==> config.mk <==
export PLATFORM = sky130hd
export DESIGN_NAME = fd_stage_reg
export DESIGN_NICKNAME = d
export VERILOG_FILES = /design/src/rtl/fd_stage_pkg.sv /design/src/rtl/fd_inject_mux.sv /design/src/rtl/fd_hold_reg.sv /design/src/rtl/fd_stage_reg.sv
export SDC_FILE = /design/constraint.sdc
export NUM_CORES = 1
export LEC_CHECK = 0
export CAP_MARGIN = 20
export CELL_PAD_IN_SITES_DETAIL_PLACEMENT = 0
export CELL_PAD_IN_SITES_GLOBAL_PLACEMENT = 1
export CORE_MARGIN = 5
export CORE_UTILIZATION = 33
export CTS_BUF_LIST = sky130_fd_sc_hd__clkbuf_16
export DETAILED_ROUTE_END_ITERATION = 10
export PLACE_DENSITY = 0.92
export RECOVER_POWER = 100
export SETUP_SLACK_MARGIN = 0.02
export SLEW_MARGIN = 40
export SYNTH_ARGS = -nofsm -noshare
export SYNTH_HDL_FRONTEND = slang
export SYNTH_SLANG_ARGS = --single-unit
==> constraint.sdc <==
create_clock -name clk -period 1.6 [get_ports clk]
set_clock_uncertainty 0.2 [all_clocks]
set_input_delay 0.4 -clock clk [delete_from_list [all_inputs] [get_ports clk]]
set_output_delay 0.4 -clock clk [all_outputs]
set_load 0.03 [all_outputs]
==> src/rtl/fd_stage_pkg.sv <==
package fd_stage_pkg;

    localparam int XLEN = 32;

    localparam logic [XLEN-1:0] NOP_WORD = 32'h0000_0013;
    localparam logic [XLEN-1:0] ZERO_PC  = '0;

    typedef struct packed {
        logic [XLEN-1:0] pc;
        logic [XLEN-1:0] instr;
    } fd_slot_t;

    function automatic fd_slot_t bubble_slot();
        fd_slot_t s;
        s.pc    = ZERO_PC;
        s.instr = NOP_WORD;
        return s;
    endfunction

endpackage

==> src/rtl/fd_inject_mux.sv <==
module fd_inject_mux
    import fd_stage_pkg::*;
(
    input  logic     flush,
    input  fd_slot_t live,
    output fd_slot_t next_slot
);

    always_comb begin
        if (flush) begin
            next_slot = bubble_slot();
        end else begin
            next_slot = live;
        end
    end

endmodule

==> src/rtl/fd_hold_reg.sv <==
module fd_hold_reg #(
    parameter int              W       = 32,
    parameter logic [W-1:0]    RST_VAL = '0
) (
    input  logic         clk,
    input  logic         rst,
    input  logic         en,
    input  logic [W-1:0] d,
    output logic [W-1:0] q
);

    always_ff @(posedge clk) begin
        if (rst) begin
            q <= RST_VAL;
        end else if (en) begin
            q <= d;
        end
    end

endmodule

==> src/rtl/fd_stage_reg.sv <==
module fd_stage_reg
    import fd_stage_pkg::*;
(
    input  logic            clk,
    input  logic            rst,
    input  logic            wr_en,
    input  logic            flush,
    input  logic [XLEN-1:0] pc_in,
    input  logic [XLEN-1:0] instr_in,
    output logic [XLEN-1:0] pc_out,
    output logic [XLEN-1:0] instr_out
);

    fd_slot_t live_slot;
    fd_slot_t mux_slot;

    assign live_slot.pc    = pc_in;
    assign live_slot.instr = instr_in;

    fd_inject_mux u_mux (
        .flush     (flush),
        .live      (live_slot),
        .next_slot (mux_slot)
    );

    fd_hold_reg #(
        .W       (XLEN),
        .RST_VAL (ZERO_PC)
    ) u_pc_reg (
        .clk (clk),
        .rst (rst),
        .en  (wr_en),
        .d   (mux_slot.pc),
        .q   (pc_out)
    );

    fd_hold_reg #(
        .W       (XLEN),
        .RST_VAL (NOP_WORD)
    ) u_instr_reg (
        .clk (clk),
        .rst (rst),
        .en  (wr_en),
        .d   (mux_slot.instr),
        .q   (instr_out)
    );

endmodule

Word level (Yosys, flattened, before mapping)
Cells that the tools add are included.
Widths: inputs -> output; s select.
{"block": "word_totals", "reg_bits": 64, "output_inout_bits": 64}
{"block": "op_classes", "muxes": 1}
{"op": "$mux 64", "n": 1}

Logic depth before layout (Yosys ltp)
Gate-level depths: netlist (run 1).
{"block": "depth", "ltp_word": 1, "ltp_mapped": 5, "mapped_depth_nobuf": 2}

Hierarchy
A second synthesis (run 1) with hierarchy kept.
{"block": "hier_totals", "hier_cells": 277, "area_unflattened_um2": 2775.2}
{"mod": "fd_hold_reg at u_instr_reg", "instances": 1, "cells_per_inst": 103, "area_per_inst_um2": 1168.6}
{"mod": "fd_hold_reg at u_pc_reg", "instances": 1, "cells_per_inst": 103, "area_per_inst_um2": 1163.6}
{"mod": "fd_inject_mux", "instances": 1, "cells_per_inst": 71, "area_per_inst_um2": 442.9}

Least setup slack after synthesis (run 1)
Ideal clock, no wire load.
{"block": "synth_path", "path_kind": "input -> register", "from": "input wr_en", "to": "register u_instr_reg.q[21]", "setup_ns": 0.143, "arrival_ns": 0.909, "required_time_ns": 1.257, "slack_ns": 0.347, "path_stages": 5, "path_buffers": 3, "cell_sequence": "buf_6 > buf_12 > buf_12 > nand3b_2 > a21oi_2"}
{"item": "start, declared", "line_no": "fd_stage_reg.sv:6", "rtl": "input logic wr_en,"}
{"item": "end signal, assigned", "line_no": "fd_hold_reg.sv:14", "rtl": "q <= RST_VAL;"}
{"item": "end signal, assigned", "line_no": "fd_hold_reg.sv:16", "rtl": "q <= d;"}
{"item": "end, declared", "line_no": "fd_hold_reg.sv:9", "rtl": "output logic [W-1:0] q"}

Worst setup path in the final report (run 1)
{"block": "layout_path", "from": "register u_instr_reg.q[15]", "to": "output instr_out[15]"}
{"item": "end, declared", "line_no": "fd_stage_reg.sv:11", "rtl": "output logic [XLEN-1:0] instr_out"}
No word-level cell between the ends.

==> summary.md, run 1 <==
| Metric | Value |
|---|---|
| Critical-path cell list | clkbuf_2 |
| XOR/XNOR Fraction of Synth Area | 0% |
| Share of layout cells above drive strength 1 | about 34% |
| Mux cell area share after synthesis | 0% |
| CTS clock-pin slew for the worst setup and hold paths | about 0.05 ns |
| Sequential share of power | a little over two fifths |
| Crit path max-delay cell type | dfxtp_1 |
| Max-Cap Viols | 0 |
| Psw | between 0.001 and 0.0015 W |
| Setup-failing EPs final | 0 |
| Adder and majority gate portion of the synthesized area | 0% |
| DP HPWL | between 5 and 6 mm |
| Final hold violation count | 0 |
| Internal Power | 0.00301 W |
| Post-route clock period utilization | between 90% and 100% |
| Biggest area consumer among synthesized cells | dfxtp_1 |
| Htree depth | 3 |
| Total core area | roughly 9000 um2 |
| Die width | ~100 um |
| Max IR drop VDD | between 0.5 and 0.6 mV |
| RR Startpoint | u_instr_reg.q[0]$_SDFFE_PP1P_ |
| Largest family of logic cells by synthesized area | simple AND/OR/NAND/NOR gates |
| Fin nets | 478 |
| Vias after detailed routing | 2424 |
| RSZ-0062 raised after global routing | no |
| Setup crit end kind | primary output |
| Post-synth top area share | a little over two fifths |
| R2r setup slk | between 0.7 and 0.8 ns |
| Layout area overhead | 40.7% |
| Clock Tree Buf Depth | 2 |
| Startpoint types | flip-flop |
| Max incr delay on CP | 0.35 ns |
| IO buf count | roughly 130 |
| Dominant cells by area after synthesis | dfxtp_1 (43%), nand3b_2 (15%), nand2b_1 (13%) |
| WP data arrival | roughly 0.9 ns |
| Clk network pwr share | between 40% and 50% |
| Setup crit start | u_instr_reg.q[15]$_SDFFE_PP0P_ |
| Critical path peak fanout | 2 |
| Antenna cells | 0 |
| Synth Instances | approximately 280 |
| Root buffer cell | clkbuf_16 |
| IO Pins | about 130 |
| Cell area after layout | between 4000 and 5000 um2 |
| Final Max Slew Viols | 0 |
| Sequential fraction of the synthesis area | a little over two fifths |
| Post-Synth Simple-Gate Area | between 30% and 40% |
| Die H | about 100 um |
| Compound-Gate Fraction of Synth Area | between 10% and 20% |
| WP buf/inv | 1 |
| Worst R2R Path Depth | 2 |
| Req. time, crit path | 1.00 ns |
| Sw frac | around a quarter |
| Num rows | 34 |
| Yosys warnings | 0 |
| Routed vias/inst | roughly 4.6 |
| Worst slew margin | 79.1% |
| Family with the most delay on the worst path | flip-flops |
| PwrDens | 968 nW/um2 |
| Critical path class | flip-flop to primary output |
| CP Capture Point | instr_out[15] |
| Clk_lat worst skew | between 0.3 and 0.4 ns |
| Vias in the first global route | between 2000 and 2500 |
| Initial DRC Count | 60 |
| Global-route usage over all layers | 13.2% |
| Mapped Nets | 352 |
| Routed Antenna Nets | 0 |
| Mapped Avg Cell Area | around 10 um2 |
| CTS tree | done |
| Drt drc | 0 |
| Lkg Pwr | 1.72 nW |
| Total CTS buffers | 9 |
| Total Wirelength | roughly 7.4 mm |
| DR WL/cell | 14.2 um |
| Mapped cell area | roughly 3000 um2 |
| Yosys cell types | 14 |
| Initial antenna violation count | 0 |
| Total grt overflow | 0 |
| Die area | around 11000 um2 |
| Pin count of the biggest net entering global routing | 42 |
| RR Endpoint | u_instr_reg.q[0]$_SDFFE_PP1P_ |
| Worst Tran Pin Value | around 0.31 ns |
| Clock period minus worst slack | between 1 and 1.5 ns |
| Setup TNS | 0 ns |
| Crit. path cell count | 1 |
| FF+latch count, synth | 64 |
| HP Class | flip-flop to flip-flop |
| Status | completed |
| Peak Freq | ~680 MHz |
| Initial Utilization | around a third |
| Power Total | roughly 0.0041 W |
| First-pass GRT wire length | 12.2 mm |
| Gp weighted congestion | 0.669 |
| DRT Pass-1 Iters | 4 |
| Num Clock Sinks | 64 |
| Power share of the combinational group | around 16% |
| Cell Area, Placed | ~4200 um2 |
==> metrics by stage <==
step / hold WS, ns / setup WS (ns) / util [%] / cells
final: 0.266 / 0.121 / 47.8 / 523
after global routing: 0.273 / 0.0710 / 47.8 / 523
after CTS: 0.258 / 0.0534 / 51.0 / 523
after detailed placement: 0.261 / -0.169 / 48.0 / 507
after global placement: 0.254 / -0.134 / 48.0 / 507
after floorplan: 0.355 / 0.347 / - / 284
==> layout by cell type (no fill, tap or decap) <==
cell type	netlist	final
a21oi_1	24	53
a21oi_2	40	11
and2b_1	1	1
buf_12	5	4
buf_4	0	9
clkbuf_16	0	9
clkbuf_2	0	64
clkdlybuf4s50_1	0	65
clkinv_1	0	2
clkinv_2	0	1
clkinv_4	0	1
clkinvlp_4	0	2
dfxtp_1	64	64
inv_1	0	1
nand2b_1	61	61
nand3b_1	21	21
nand3b_2	40	40
nor2_1	3	3
nor3_1	3	3
==> layer usage <==
layer | vias to the layer above | track usage (%) | wire, um
met3 | 11 | 4.38 | 587
met1 | 1112 | 16.6 | 3190
met2 | 83 | 21.4 | 3550
met4 | 0 | 4.38 | 94
met5 | - | 0 | 0
li1 | 1218 | - | -
==> state kept, by name, indices dropped and copies added, names as in the netlist <==
register       flops
u_instr_reg.q     32
u_pc_reg.q        32
==> how the worst min path moves through the flow <==
| stage | startpoint | cells past startpoint | slack (ns) | to |
|---|---|---|---|---|
| floorplan | instr_in[21] | 2 | 0.36 | u_instr_reg.q[21]$_SDFFE_PP0P_ |
| global placement | u_instr_reg.q[18]$_SDFFE_PP0P_ | 2 | 0.25 | u_instr_reg.q[18]$_SDFFE_PP0P_ |
| detailed placement | u_instr_reg.q[6]$_SDFFE_PP0P_ | 2 | 0.26 | u_instr_reg.q[6]$_SDFFE_PP0P_ |
| CTS | rst | 2 | 0.26 | u_instr_reg.q[21]$_SDFFE_PP0P_ |
| global route | u_instr_reg.q[6]$_SDFFE_PP0P_ | 2 | 0.27 | u_instr_reg.q[6]$_SDFFE_PP0P_ |
| finish | u_pc_reg.q[10]$_SDFFE_PP0P_ | 2 | 0.27 | u_pc_reg.q[10]$_SDFFE_PP0P_ |
==> Yosys cell counts <==
library cell,instances
a21oi_1,24
a21oi_2,40
and2b_1,1
buf_1,1
buf_12,5
buf_2,7
buf_6,1
clkbuf_1,13
dfxtp_1,64
nand2b_1,61
nand3b_1,21
nand3b_2,40
nor2_1,3
nor3_1,3
==> area by class of cell <==
type | count | area (um2)
fill | 858 | 4580
clock inverter | 7 | 40.0
sequential | 64 | 1280
timing repair buffer | 142 | 1120
multi-input combinational | 193 | 1390
clock buffer | 9 | 225
tap | 108 | 135
==> cell families after synthesis <==
logic type,Yosys count
AO/OA/AOI/OAI,64
flip-flops,64
AND/OR/NAND/NOR,129
buffers and inverters,27
==> power groups by stage <==
stage | sequential [W] | clock [W] | combinational [W]
after CTS | 0.00169 | 0.00177 | 0.000712
after global placement | 0.00172 | 0 | 0.000701
after floorplan | 0.00184 | 0 | 0.000275
final | 0.00169 | 0.00172 | 0.000643
after global routing | 0.00170 | 0.00186 | 0.000688
after detailed placement | 0.00172 | 0 | 0.000711
==> repair_timing <==
action | in CTS | in global routing
hold buffers | 0 | 0
endpoints found under the setup margin | 1 | 1
resized for setup | 3 | 2
buffers inserted | 0 | 0
Power figures use the tool's default switching activity.
==> inputs of run 2 (changes only) <==
--- a/config.mk
+++ b/config.mk
@@ -14,7 +14,6 @@
 export DETAILED_ROUTE_END_ITERATION = 10
 export PLACE_DENSITY = 0.92
 export RECOVER_POWER = 100
-export SETUP_SLACK_MARGIN = 0.02
 export SLEW_MARGIN = 40
 export SYNTH_ARGS = -nofsm -noshare
 export SYNTH_HDL_FRONTEND = slang
==> run 2 against run 1 <==
  * Clock power about the same
  * Non-clock buffer count unchanged
  * First-iteration DRC count unchanged
  * Global-route usage unchanged
  * Sequential power about the same
  * Fmax down 3.6%
  * Critical path depth up 3
  * Setup slack worse by 0.055 ns
  * Wire length about the same
  * Design area up 0.15%
  * Power about the same
  * Critical path type is now input port to flip-flop
  * Largest power group unchanged
  * Highest routed layer unchanged
==> summary.md, run 2 (same netlist as run 1, synthesis figures left out) <==
| Metric | Value |
|---|---|
| Layout area overhead | 40.9% |
| Fin cells | between 500 and 600 |
| Initial Utilization | 33.9% |
| Antenna cells | 0 |
| Lkg Pwr | 1.72 nW |
| Die area | approximately 11000 um2 |
| Highest metal used | met4 |
| Storage cell area | around 1300 um2 |
| CTS Hold Buffers Added | 0 |
| Htree depth | 3 |
| Global-route usage over all layers | about an eighth |
| Gp weighted congestion | approximately 0.67 |
| Cell Area, Placed | 4200 um2 |
| Final Max Slew Viols | 0 |
| Critical path class | input port to flip-flop |
| Total Wirelength | ~7.4 mm |
| Fin nets | approximately 480 |
| Cell area after layout | between 4000 and 5000 um2 |
| DP HPWL | ~5.3 mm |
| Met2 routed WL | 3.54 mm |
| HP Class | flip-flop to flip-flop |
| Total core area | 8760 um2 |
| Status | completed |
| DRT Pass-1 Iters | 4 |
| PwrDens | approximately 970 nW/um2 |
| Final hold violation count | 0 |
| Area of the multi-input gates | 1390 um2 |
| Final core occ | 47.8% |
| IO buf count | roughly 130 |
| Post-CTS setup buffers | 0 |
| Routed Antenna Nets | 0 |
| Clock period minus worst slack | between 1.5 and 2 ns |
| CTS clock-pin slew for the worst setup and hold paths | 0.06 ns |
| Peak Freq | between 600 and 700 MHz |
| Final-layout fill cell count | around 860 |
| Clock Tree Buf Depth | 2 |
| DRT met1 WL | around 3.2 mm |
| Most frequent cells in the layout | clkdlybuf4s50_1 (64), dfxtp_1 (64), clkbuf_2 (63) |
| Die width | between 100 and 150 um |
| Max IR drop VDD | between 0.5 and 0.6 mV |
| Vias after detailed routing | roughly 2400 |
| Root buffer cell | clkbuf_16 |
| Drt drc | 0 |
| Setup-failing EPs final | 0 |
| Initial DRC Count | 60 |
| Max-Cap Viols | 0 |
| Worst Tran Pin Value | roughly 0.31 ns |
| Share of layout cells above drive strength 1 | around a third |
| Initial antenna violation count | 0 |
| Req. time, crit path | approximately 1.7 ns |
| DR WL/cell | approximately 14 um |
| Die H | around 100 um |
| Post-route clock period utilization | 95.9% |
| Startpoint types | input port |
| Clk_lat worst skew | between 0.3 and 0.4 ns |
| Setup crit end kind | flip-flop |
| Total CTS buffers | 9 |
| Placed cell count | 507 |
| Vias in the first global route | between 2000 and 2500 |
| Num rows | 34 |
| WP data arrival | around 1.6 ns |
| First-pass GRT wire length | 12.2 mm |
| Detail Route met3 WL | slightly below 600 um |
| Worst slew margin | approximately four fifths |
| IO Pins | 132 |
| Num Clock Sinks | 64 |
| Critical path peak fanout | 21 |
| Routed vias/inst | 4.63 |
| Largest registers | u_instr_reg.q: 32 flops, u_pc_reg.q: 32 flops |
| CTS tree | done |
| RSZ-0062 raised after global routing | no |
| Pin count of the biggest net entering global routing | between 40 and 50 |
| Total grt overflow | 0 |
## run 2: changes by cell type in the layout (fill, tap and decap cells not counted), sizes merged
| cell | change |
|---|---|
| dlygate4sd3 | +1 |
| clkdlybuf4s50 | -1 |
| clkbuf | -1 |
| clkdlybuf4s15 | +1 |
## run 2: path summary, 6_finish.rpt
path                                      start                             end  slack, ns  cells past startpoint
setup / recovery                          flush  u_instr_reg.q[29]$_SDFFE_PP0P_       0.07                      4
hold / removal      u_pc_reg.q[10]$_SDFFE_PP0P_     u_pc_reg.q[10]$_SDFFE_PP0P_       0.27                      2
setup reg to reg  u_instr_reg.q[0]$_SDFFE_PP1P_   u_instr_reg.q[0]$_SDFFE_PP1P_       0.74                      2
hold reg to reg     u_pc_reg.q[10]$_SDFFE_PP0P_     u_pc_reg.q[10]$_SDFFE_PP0P_       0.27                      2
## run 2: metal layers
| layer | vias up | global-route usage (%) |
|---|---|---|
| li1 | 1218 | - |
| met1 | 1112 | 16.6 |
| met2 | 83 | 21.4 |
| met3 | 11 | 4.38 |
| met4 | 0 | 4.38 |
| met5 | - | 0 |
## run 2: area by class of cell
cell class	count	area share, %
multi-input cells	193	33.0
well taps	108	3.22
clock buffers	9	5.37
flip-flops and latches	64	30.6
repair buffers	142	26.8
clock inverters	7	0.955
## run 2: stage by stage
| stage | setup slack, ns | total power, W | hold WS [ns] | setup TNS, ns |
|---|---|---|---|---|
| 2_1_floorplan | 0.347 | 0.00212 | 0.355 | 0 |
| 3_3_place_gp | -0.134 | 0.00243 | 0.254 | -4.54 |
| 3_5_place_dp | -0.169 | 0.00244 | 0.261 | -5.69 |
| 4_1_cts | 0.0534 | 0.00417 | 0.258 | 0 |
| 5_1_grt | 0.0163 | 0.00425 | 0.273 | 0 |
| 6_report | 0.0658 | 0.00405 | 0.266 | 0 |
## run 2: timing repair
item / 4_1_cts / 5_1_grt
endpoints found under the hold margin: 0 / 0
setup endpoints to repair: 1 / 0
gates resized for setup: 3 / 0
## run 2: critical path, stage by stage
cell and delay (ns):
dlygate4sd3_1 0.59, buf_4 0.21, nand3b_2 0.22, a21oi_1 0.16
## run 2: report_power, final
group / internal [W] / switching (W) / total (W)
Sequential: 0.00166 / 0.0000330 / 0.00169
Combinational: 0.000322 / 0.000321 / 0.000643
Clock: 0.00103 / 0.000689 / 0.00172
Total: 0.00301 / 0.00104 / 0.00405
==> inputs of run 3 (changes only) <==
--- a/config.mk
+++ b/config.mk
@@ -14,7 +14,6 @@
 export DETAILED_ROUTE_END_ITERATION = 10
 export PLACE_DENSITY = 0.92
 export RECOVER_POWER = 100
-export SLEW_MARGIN = 40
 export SYNTH_ARGS = -nofsm -noshare
 export SYNTH_HDL_FRONTEND = slang
 export SYNTH_SLANG_ARGS = --single-unit
==> results of run 3 <==
No change in the layout: final DEF, timing and power equal those of run 2.
